===== config.mk =====
export PLATFORM = sky130hd
export DESIGN_NAME = ctl_seq
export DESIGN_NICKNAME = d
export VERILOG_FILES = /design/src/rtl/ctl_seq_pkg.sv /design/src/rtl/ctl_seq_evbank.sv /design/src/rtl/ctl_seq_cntbank.sv /design/src/rtl/ctl_seq_arbank.sv /design/src/rtl/ctl_seq.sv
export SDC_FILE = /design/constraint.sdc
export NUM_CORES = 2
export LEC_CHECK = 0
export BUFFER_PORTS_ARGS = -buffer_cell sky130_fd_sc_hd__buf_2
export CORE_ASPECT_RATIO = 1.4
export CORE_MARGIN = 5
export CORE_UTILIZATION = 45
export CTS_CLUSTER_SIZE = 40
export DETAILED_ROUTE_END_ITERATION = 16
export SETUP_SLACK_MARGIN = 0.05
export SLEW_MARGIN = 0
export SYNTH_ARGS = -nofsm -noshare
export SYNTH_HDL_FRONTEND = slang
export SYNTH_SLANG_ARGS = --single-unit

===== constraint.sdc =====
create_clock -name clk -period 7 [get_ports clk]
set_input_delay 1.75 -clock clk [delete_from_list [all_inputs] [get_ports clk]]
set_output_delay 1.75 -clock clk [all_outputs]
set_load 0.01 [all_outputs]

===== src/rtl/ctl_seq_pkg.sv =====
package ctl_seq_pkg;

    typedef enum logic [6:0] {
        OP_WR8_IND   = 7'h04,
        OP_WR32_IND  = 7'h05,
        OP_WR8_DIR   = 7'h08,
        OP_NOTE_STOP = 7'h10,
        OP_WAIT_CYC  = 7'h20,
        OP_WAIT_EV   = 7'h24,
        OP_WAIT_EVM  = 7'h25,
        OP_JMP       = 7'h30,
        OP_JMP_EV    = 7'h34,
        OP_JMP_CZ    = 7'h38,
        OP_JMP_CNZ   = 7'h39,
        OP_CNT_LOAD  = 7'h40,
        OP_CNT_DEC   = 7'h41,
        OP_EV_CLRALL = 7'h50,
        OP_EV_CLR    = 7'h51,
        OP_AR_LOAD   = 7'h60
    } op_e;

    typedef enum logic [2:0] {
        ST_FETCH,
        ST_EXEC,
        ST_WCYC,
        ST_WEV,
        ST_HALT,
        ST_FAULT
    } st_e;

    typedef struct packed {
        logic [31:0] imm;
        logic [15:0] tgt;
        logic [7:0]  sel;
        logic        phase;
        logic [6:0]  op;
    } slot_t;

endpackage


===== src/rtl/ctl_seq_evbank.sv =====
module ctl_seq_evbank #(
    parameter int N_EV = 128
) (
    input  logic                    clk,
    input  logic                    rst_n,
    input  logic [N_EV-1:0]         ext_set,
    input  logic                    clr_all,
    input  logic                    clr_one,
    input  logic [$clog2(N_EV)-1:0] clr_idx,
    output logic [N_EV-1:0]         flags
);
    localparam int IW = $clog2(N_EV);

    for (genvar g = 0; g < N_EV; g++) begin : g_ev
        logic q;
        always_ff @(posedge clk or negedge rst_n) begin
            if (!rst_n)
                q <= 1'b0;
            else if (ext_set[g])
                q <= 1'b1;
            else if (clr_all || (clr_one && clr_idx == IW'(g)))
                q <= 1'b0;
        end
        assign flags[g] = q;

        assert_set_wins_R11: assert property (@(posedge clk) disable iff (!rst_n)
            ext_set[g] |=> flags[g]);
    end
endmodule


===== src/rtl/ctl_seq_cntbank.sv =====
module ctl_seq_cntbank #(
    parameter int N_CNT    = 16,
    parameter int CNT_LOG2 = 24
) (
    input  logic                     clk,
    input  logic                     rst_n,
    input  logic                     set_en,
    input  logic                     dec_en,
    input  logic [$clog2(N_CNT)-1:0] idx,
    input  logic [31:0]              set_val,
    output logic                     zero
);
    localparam int CW = CNT_LOG2 + 1;
    localparam int IW = $clog2(N_CNT);
    localparam logic [32:0]   LIM33 = 33'd1 << CNT_LOG2;
    localparam logic [CW-1:0] LIM   = LIM33[CW-1:0];

    logic [CW-1:0] cnt [N_CNT];
    logic [CW-1:0] sat_val;

    always_comb sat_val = ({1'b0, set_val} > LIM33) ? LIM : set_val[CW-1:0];

    always_ff @(posedge clk or negedge rst_n) begin
        if (!rst_n) begin
            for (int i = 0; i < N_CNT; i++) cnt[i] <= '0;
        end else if (set_en) begin
            cnt[idx] <= sat_val;
        end else if (dec_en && cnt[idx] != '0) begin
            cnt[idx] <= cnt[idx] - 1'b1;
        end
    end

    assign zero = (cnt[idx] == '0);

    for (genvar g = 0; g < N_CNT; g++) begin : g_chk
        assert_cnt_ceiling_R9: assert property (@(posedge clk) disable iff (!rst_n)
            cnt[g] <= LIM);
        assert_dec_floor_R10: assert property (@(posedge clk) disable iff (!rst_n)
            (dec_en && !set_en && idx == IW'(g) && cnt[g] == '0) |=> cnt[g] == '0);
    end
endmodule


===== src/rtl/ctl_seq_arbank.sv =====
module ctl_seq_arbank #(
    parameter int N_AR = 16,
    parameter int AW   = 32
) (
    input  logic                    clk,
    input  logic                    rst_n,
    input  logic                    wr_en,
    input  logic [$clog2(N_AR)-1:0] idx,
    input  logic [AW-1:0]           wr_val,
    output logic [AW-1:0]           rd_val
);
    logic [AW-1:0] ar [N_AR];

    always_ff @(posedge clk or negedge rst_n) begin
        if (!rst_n) begin
            for (int i = 0; i < N_AR; i++) ar[i] <= '0;
        end else if (wr_en) begin
            ar[idx] <= wr_val;
        end
    end

    assign rd_val = ar[idx];
endmodule


===== src/rtl/ctl_seq.sv =====
module ctl_seq
    import ctl_seq_pkg::*;
#(
    parameter int PC_W     = 16,
    parameter int N_AR     = 16,
    parameter int N_CNT    = 16,
    parameter int N_EV     = 128,
    parameter int CNT_LOG2 = 24
) (
    input  logic            clk,
    input  logic            rst_n,
    output logic            imem_rd,
    output logic [PC_W-1:0] imem_addr,
    input  logic [63:0]     imem_rdata,
    input  logic [N_EV-1:0] ev_set,
    output logic            wr_en,
    output logic [31:0]     wr_addr,
    output logic [31:0]     wr_data,
    output logic            wr_wide,
    output logic            notify,
    output logic            halted,
    output logic            fault
);
    localparam int EVW = $clog2(N_EV);
    localparam int CIW = $clog2(N_CNT);
    localparam int AIW = $clog2(N_AR);
    localparam int GW  = (N_EV > 32) ? $clog2(N_EV / 32) : 1;

    st_e             st, st_nx;
    logic [PC_W-1:0] pc, pc_nx;
    slot_t           ir, cur, src;
    logic [31:0]     wcnt;

    logic            ev_clr_all, ev_clr_one, cnt_set, cnt_dec, ar_wr;
    logic [N_EV-1:0] flags, grp_bits;
    logic            ev_one, ev_all, cnt_zero;
    logic [31:0]     ar_val;

    assign cur = slot_t'(imem_rdata);
    assign src = (st == ST_EXEC) ? cur : ir;

    ctl_seq_evbank #(.N_EV(N_EV)) u_ev (
        .clk(clk), .rst_n(rst_n), .ext_set(ev_set), .clr_all(ev_clr_all),
        .clr_one(ev_clr_one), .clr_idx(cur.sel[EVW-1:0]), .flags(flags)
    );

    ctl_seq_cntbank #(.N_CNT(N_CNT), .CNT_LOG2(CNT_LOG2)) u_cnt (
        .clk(clk), .rst_n(rst_n), .set_en(cnt_set), .dec_en(cnt_dec),
        .idx(cur.sel[CIW-1:0]), .set_val(cur.imm), .zero(cnt_zero)
    );

    ctl_seq_arbank #(.N_AR(N_AR), .AW(32)) u_ar (
        .clk(clk), .rst_n(rst_n), .wr_en(ar_wr), .idx(cur.sel[AIW-1:0]),
        .wr_val(cur.imm), .rd_val(ar_val)
    );

    // event conditions for the slot in EXEC or the latched slot in WEV
    assign ev_one   = flags[src.sel[EVW-1:0]];
    assign grp_bits = flags >> {src.sel[GW-1:0], 5'b0};
    assign ev_all   = ((grp_bits[31:0] & src.imm) == src.imm);

    // next-state and control decode
    always_comb begin
        st_nx      = st;
        pc_nx      = pc;
        ev_clr_all = 1'b0;
        ev_clr_one = 1'b0;
        cnt_set    = 1'b0;
        cnt_dec    = 1'b0;
        ar_wr      = 1'b0;
        unique case (st)
            ST_FETCH: st_nx = ST_EXEC;
            ST_EXEC: begin
                st_nx = ST_FETCH;
                pc_nx = pc + 1'b1;
                case (cur.op)
                    OP_WR8_IND, OP_WR32_IND, OP_WR8_DIR: ;
                    OP_NOTE_STOP: st_nx = ST_HALT;
                    OP_WAIT_CYC:  if (cur.imm != '0) st_nx = ST_WCYC;
                    OP_WAIT_EV:   if (!ev_one) st_nx = ST_WEV;
                    OP_WAIT_EVM:  if (!ev_all) st_nx = ST_WEV;
                    OP_JMP:       pc_nx = PC_W'(cur.tgt);
                    OP_JMP_EV:    if (ev_one) pc_nx = PC_W'(cur.tgt);
                    OP_JMP_CZ:    if (cnt_zero) pc_nx = PC_W'(cur.tgt);
                    OP_JMP_CNZ:   if (!cnt_zero) pc_nx = PC_W'(cur.tgt);
                    OP_CNT_LOAD:  cnt_set = 1'b1;
                    OP_CNT_DEC:   cnt_dec = 1'b1;
                    OP_EV_CLRALL: ev_clr_all = 1'b1;
                    OP_EV_CLR:    ev_clr_one = 1'b1;
                    OP_AR_LOAD:   ar_wr = 1'b1;
                    default: begin
                        st_nx = ST_FAULT;
                        pc_nx = pc;
                    end
                endcase
            end
            ST_WCYC:  if (wcnt == 32'd1) st_nx = ST_FETCH;
            ST_WEV:   if ((ir.op == OP_WAIT_EV) ? ev_one : ev_all) st_nx = ST_FETCH;
            ST_HALT:  st_nx = ST_HALT;
            ST_FAULT: st_nx = ST_FAULT;
            default:  st_nx = ST_FAULT;
        endcase
    end

    // state register
    always_ff @(posedge clk or negedge rst_n) begin
        if (!rst_n) begin
            st   <= ST_FETCH;
            pc   <= '0;
            ir   <= '0;
            wcnt <= '0;
        end else begin
            st <= st_nx;
            pc <= pc_nx;
            if (st == ST_EXEC) begin
                ir   <= cur;
                wcnt <= cur.imm;
            end else if (st == ST_WCYC) begin
                wcnt <= wcnt - 1'b1;
            end
        end
    end

    // outputs
    always_comb begin
        imem_rd   = (st == ST_FETCH);
        imem_addr = pc;
        wr_en     = 1'b0;
        wr_wide   = 1'b0;
        wr_addr   = ar_val;
        wr_data   = {24'b0, cur.imm[7:0]};
        notify    = 1'b0;
        if (st == ST_EXEC) begin
            case (cur.op)
                OP_WR8_IND:   wr_en = 1'b1;
                OP_WR32_IND: begin
                    wr_en   = 1'b1;
                    wr_wide = 1'b1;
                    wr_data = cur.imm;
                end
                OP_WR8_DIR: begin
                    wr_en   = 1'b1;
                    wr_addr = cur.imm;
                    wr_data = {24'b0, cur.sel};
                end
                OP_NOTE_STOP: notify = 1'b1;
                default: ;
            endcase
        end
        halted = (st == ST_HALT) || (st == ST_FAULT);
        fault  = (st == ST_FAULT);
    end

    assert_notify_stops_R5: assert property (@(posedge clk) disable iff (!rst_n)
        notify |=> halted && !notify);
    assert_stop_sticky_R5: assert property (@(posedge clk) disable iff (!rst_n)
        halted |=> halted && !wr_en && !imem_rd);
    assert_fault_frozen_R12: assert property (@(posedge clk) disable iff (!rst_n)
        fault |=> fault && $stable(imem_addr));
    assert_fetch_spacing_R1: assert property (@(posedge clk) disable iff (!rst_n)
        imem_rd |=> !imem_rd);
endmodule


==> flow_metrics.tcl <==
set metrics [dict create \
    syn_area_um2 55100 \
    routabilityCongestion 0.952 \
    period_share_pct 90.3 \
    dp_cells 5780 \
    viasPerCell 6.17 \
    synth_most_common_cell "dfrtp_1" \
    r2r_start "st[0]" \
    r2r_slack_ns 2.16 \
    cts_tree "yes" \
    synth_nets 4327 \
    antenna_found_initial 21 \
    yosysWarnings 0 \
    tightestPinTransition_ns 1.25 \
    crit_path_start_kind "primary input" \
    reg2reg_to "imem_addr[7]" \
    n_fill_cell 10629 \
    setup_ws_ns 0.679 \
    async_flop_share_pct 100 \
    root_buffer "clkbuf_16" \
    setup.worst_path.class "in2out" \
    maxCapViolations 0 \
    start_util_pct 45.1 \
    pre_cts_slack_ns 0.602 \
    ys_seq_elements 1137 \
    io_buffers 278 \
    tns_ns 0 \
    route.detailed.drc 0 \
    yosys.area.top_type "dfrtp_1" \
    status "completed" \
    hold_viol 0 \
    numCtsBuffers 110 \
    gr-total-overflow 0 \
    avgRoutedWirePerCell_um 28.6 \
    cts_num_sinks 1137 \
    vias 36966 \
    htree_levels 3 \
    crit_arrival_ns 4.57 \
    hold_buffers 0 \
    synthFlopType "dfrtp_1" \
    worstSkewPairLatency_ns 0.73 \
    yosys.area.top_type_share_pct 51.6 \
    die_w_um 306 \
    std_cell_rows 152 \
    yosys-top-cells-area "dfrtp_1 (52%), mux2_2 (14%), mux4_2 (12%)" \
    min_to "ir[1]" \
    rsz0062_at_grt "false" \
    synthCells 4128 \
    coreArea_um2 122000 \
    hp-start "ir[1]" \
    drv_slew 0 \
    worstPathMaxFanout 65 \
    hold_ws_ns 0.477 \
    wl_met1_um 69400 \
    synth-edff-count 0 \
    grt_start_max_net_pins 173 \
    track_usage_pct 26.2 \
    holdPathStages 2 \
    crit_required_ns 5.25 \
    slew_headroom_pct 14.4 \
    cts.path.max_buffers 3 \
    dp_hpwl_um 111000 \
    setup_viol 0 \
    fmax_ghz 0.158 \
    nNetsFinal 4474 \
    synth_common_cells "dfrtp_1 (1,137), mux2_2 (665), nand2_1 (336)" \
    drive_gt1_share_pct 40.5 \
    post-cts-setup-buffer-count 0 \
    fin_cells 5996 \
    grt_pass1_vias 37964 \
    ios 280 \
    ys_seq_area_share_pct 51.6 \
    finalCriticalPeriod_ns 6.32 \
    wl_um 172000 \
    clk_pin_slew_ns 0.06 \
    synth_cell_type_count 81 \
    drtPass1Iterations 6 \
    crit_path_end_kind "primary output" \
    syn_avg_cell_area_um2 13.3 \
    drtIter0Drc 3443 \
    post-route-util_pct 51.2 \
    post_cts_resized 0 \
    wl_met2_um 83900 \
    power.density_nw_per_um2 250 \
    die_y_um 424 \
    p_leak_nw 29.4 \
    skew_ns 0.0376 \
    grt_pass1_wl_um 255000 \
    die_area_um2 130000 \
    r2r_cells 13 \
    area_delta_synth_final_pct 13.5 \
    route.met3.wl_um 11000 \
    hold_class "reg2reg" \
    top_layer "met5" \
    antenna_left 0 \
    ir_drop_mv 0.221 \
]
==> sequential cells by signal, indices dropped and copies added (netlist names) <==
register	flops
ir	46
st	3
u_ev.g_ev.q	128
wcnt	32
imem_addr	16
u_cnt.cnt	400
u_ar.ar	512
==> where the power goes <==
part / switching [mW] / internal [mW] / total, mW
logic: 1.35 / 0.734 / 2.09
clock network: 2.68 / 3.84 / 6.52
registers: 0.229 / 6.83 / 7.06
total: 4.26 / 11.4 / 15.7
==> how the worst max path moves through the flow <==
| stage | cells past startpoint | slack, ns | from | end |
|---|---|---|---|---|
| after CTS | 6 | 0.60 | imem_rdata[8] | wr_addr[3] |
| after global routing | 6 | 0.52 | imem_rdata[8] | wr_addr[3] |
| after detailed placement | 6 | 0.60 | imem_rdata[8] | wr_addr[3] |
| after floorplan | 10 | 0.42 | imem_rdata[8] | wr_addr[10] |
| final | 6 | 0.68 | imem_rdata[8] | wr_addr[3] |
| after global placement | 6 | 0.64 | imem_rdata[8] | wr_addr[3] |
==> layer usage <==
metal | GRT usage, % | vias to the layer above
met4 | 9.93 | 2
met3 | 4.39 | 347
li1 | - | 15649
met2 | 43.5 | 1351
met1 | 35.0 | 19617
met5 | 0 | -
==> critical path, cell delays in order <==
cell and delay [ns]:
buf_8 0.58, buf_12 0.45, mux4_2 0.59, mux4_2 0.49, mux2_2 0.37, buf_2 0.18
==> metrics by stage <==
step / area [µm²] / total power [mW]
5_1_grt: 62500 / 16.2
3_3_place_gp: 58500 / 9.21
6_report: 62500 / 15.7
4_1_cts: 62500 / 15.7
2_1_floorplan: 55100 / 8.42
3_5_place_dp: 58500 / 9.23
==> cells in the final DEF, fill, tap and decap left out, types with 114 or more instances in the layout <==
cell	Yosys	layout
a21oi_1	138	136
a31o_2	128	128
buf_2	62	273
buf_4	16	114
dfrtp_1	1137	1137
mux2_1	198	198
mux2_2	665	665
mux4_2	298	298
nand2_1	336	322
nor2_1	173	164
==> layout make-up <==
type | count | area (µm²) | share of cell area (%)
Antenna cell | 12 | 30.0 | 0.0480
Clock buffer | 160 | 3310 | 5.30
Clock inverter | 44 | 673 | 1.08
Inverter | 50 | 189 | 0.302
Multi-Input combinational cell | 2563 | 25100 | 40.2
Sequential cell | 1137 | 28500 | 45.5
Tap cell | 1617 | 2020 | 3.23
Timing Repair Buffer | 413 | 2730 | 4.36
==> kinds of logic after synthesis <==
logic type | Yosys count | synth area share [%]
compound gates | 551 | 7.36
xor+xnor | 23 | 0.366
fa+ha+maj | 5 | 0.114
buf+inv | 428 | 3.26
flops | 1137 | 51.6
mux | 1214 | 30.8
simple gates | 770 | 6.47
(Power assumes the default switching activity.)
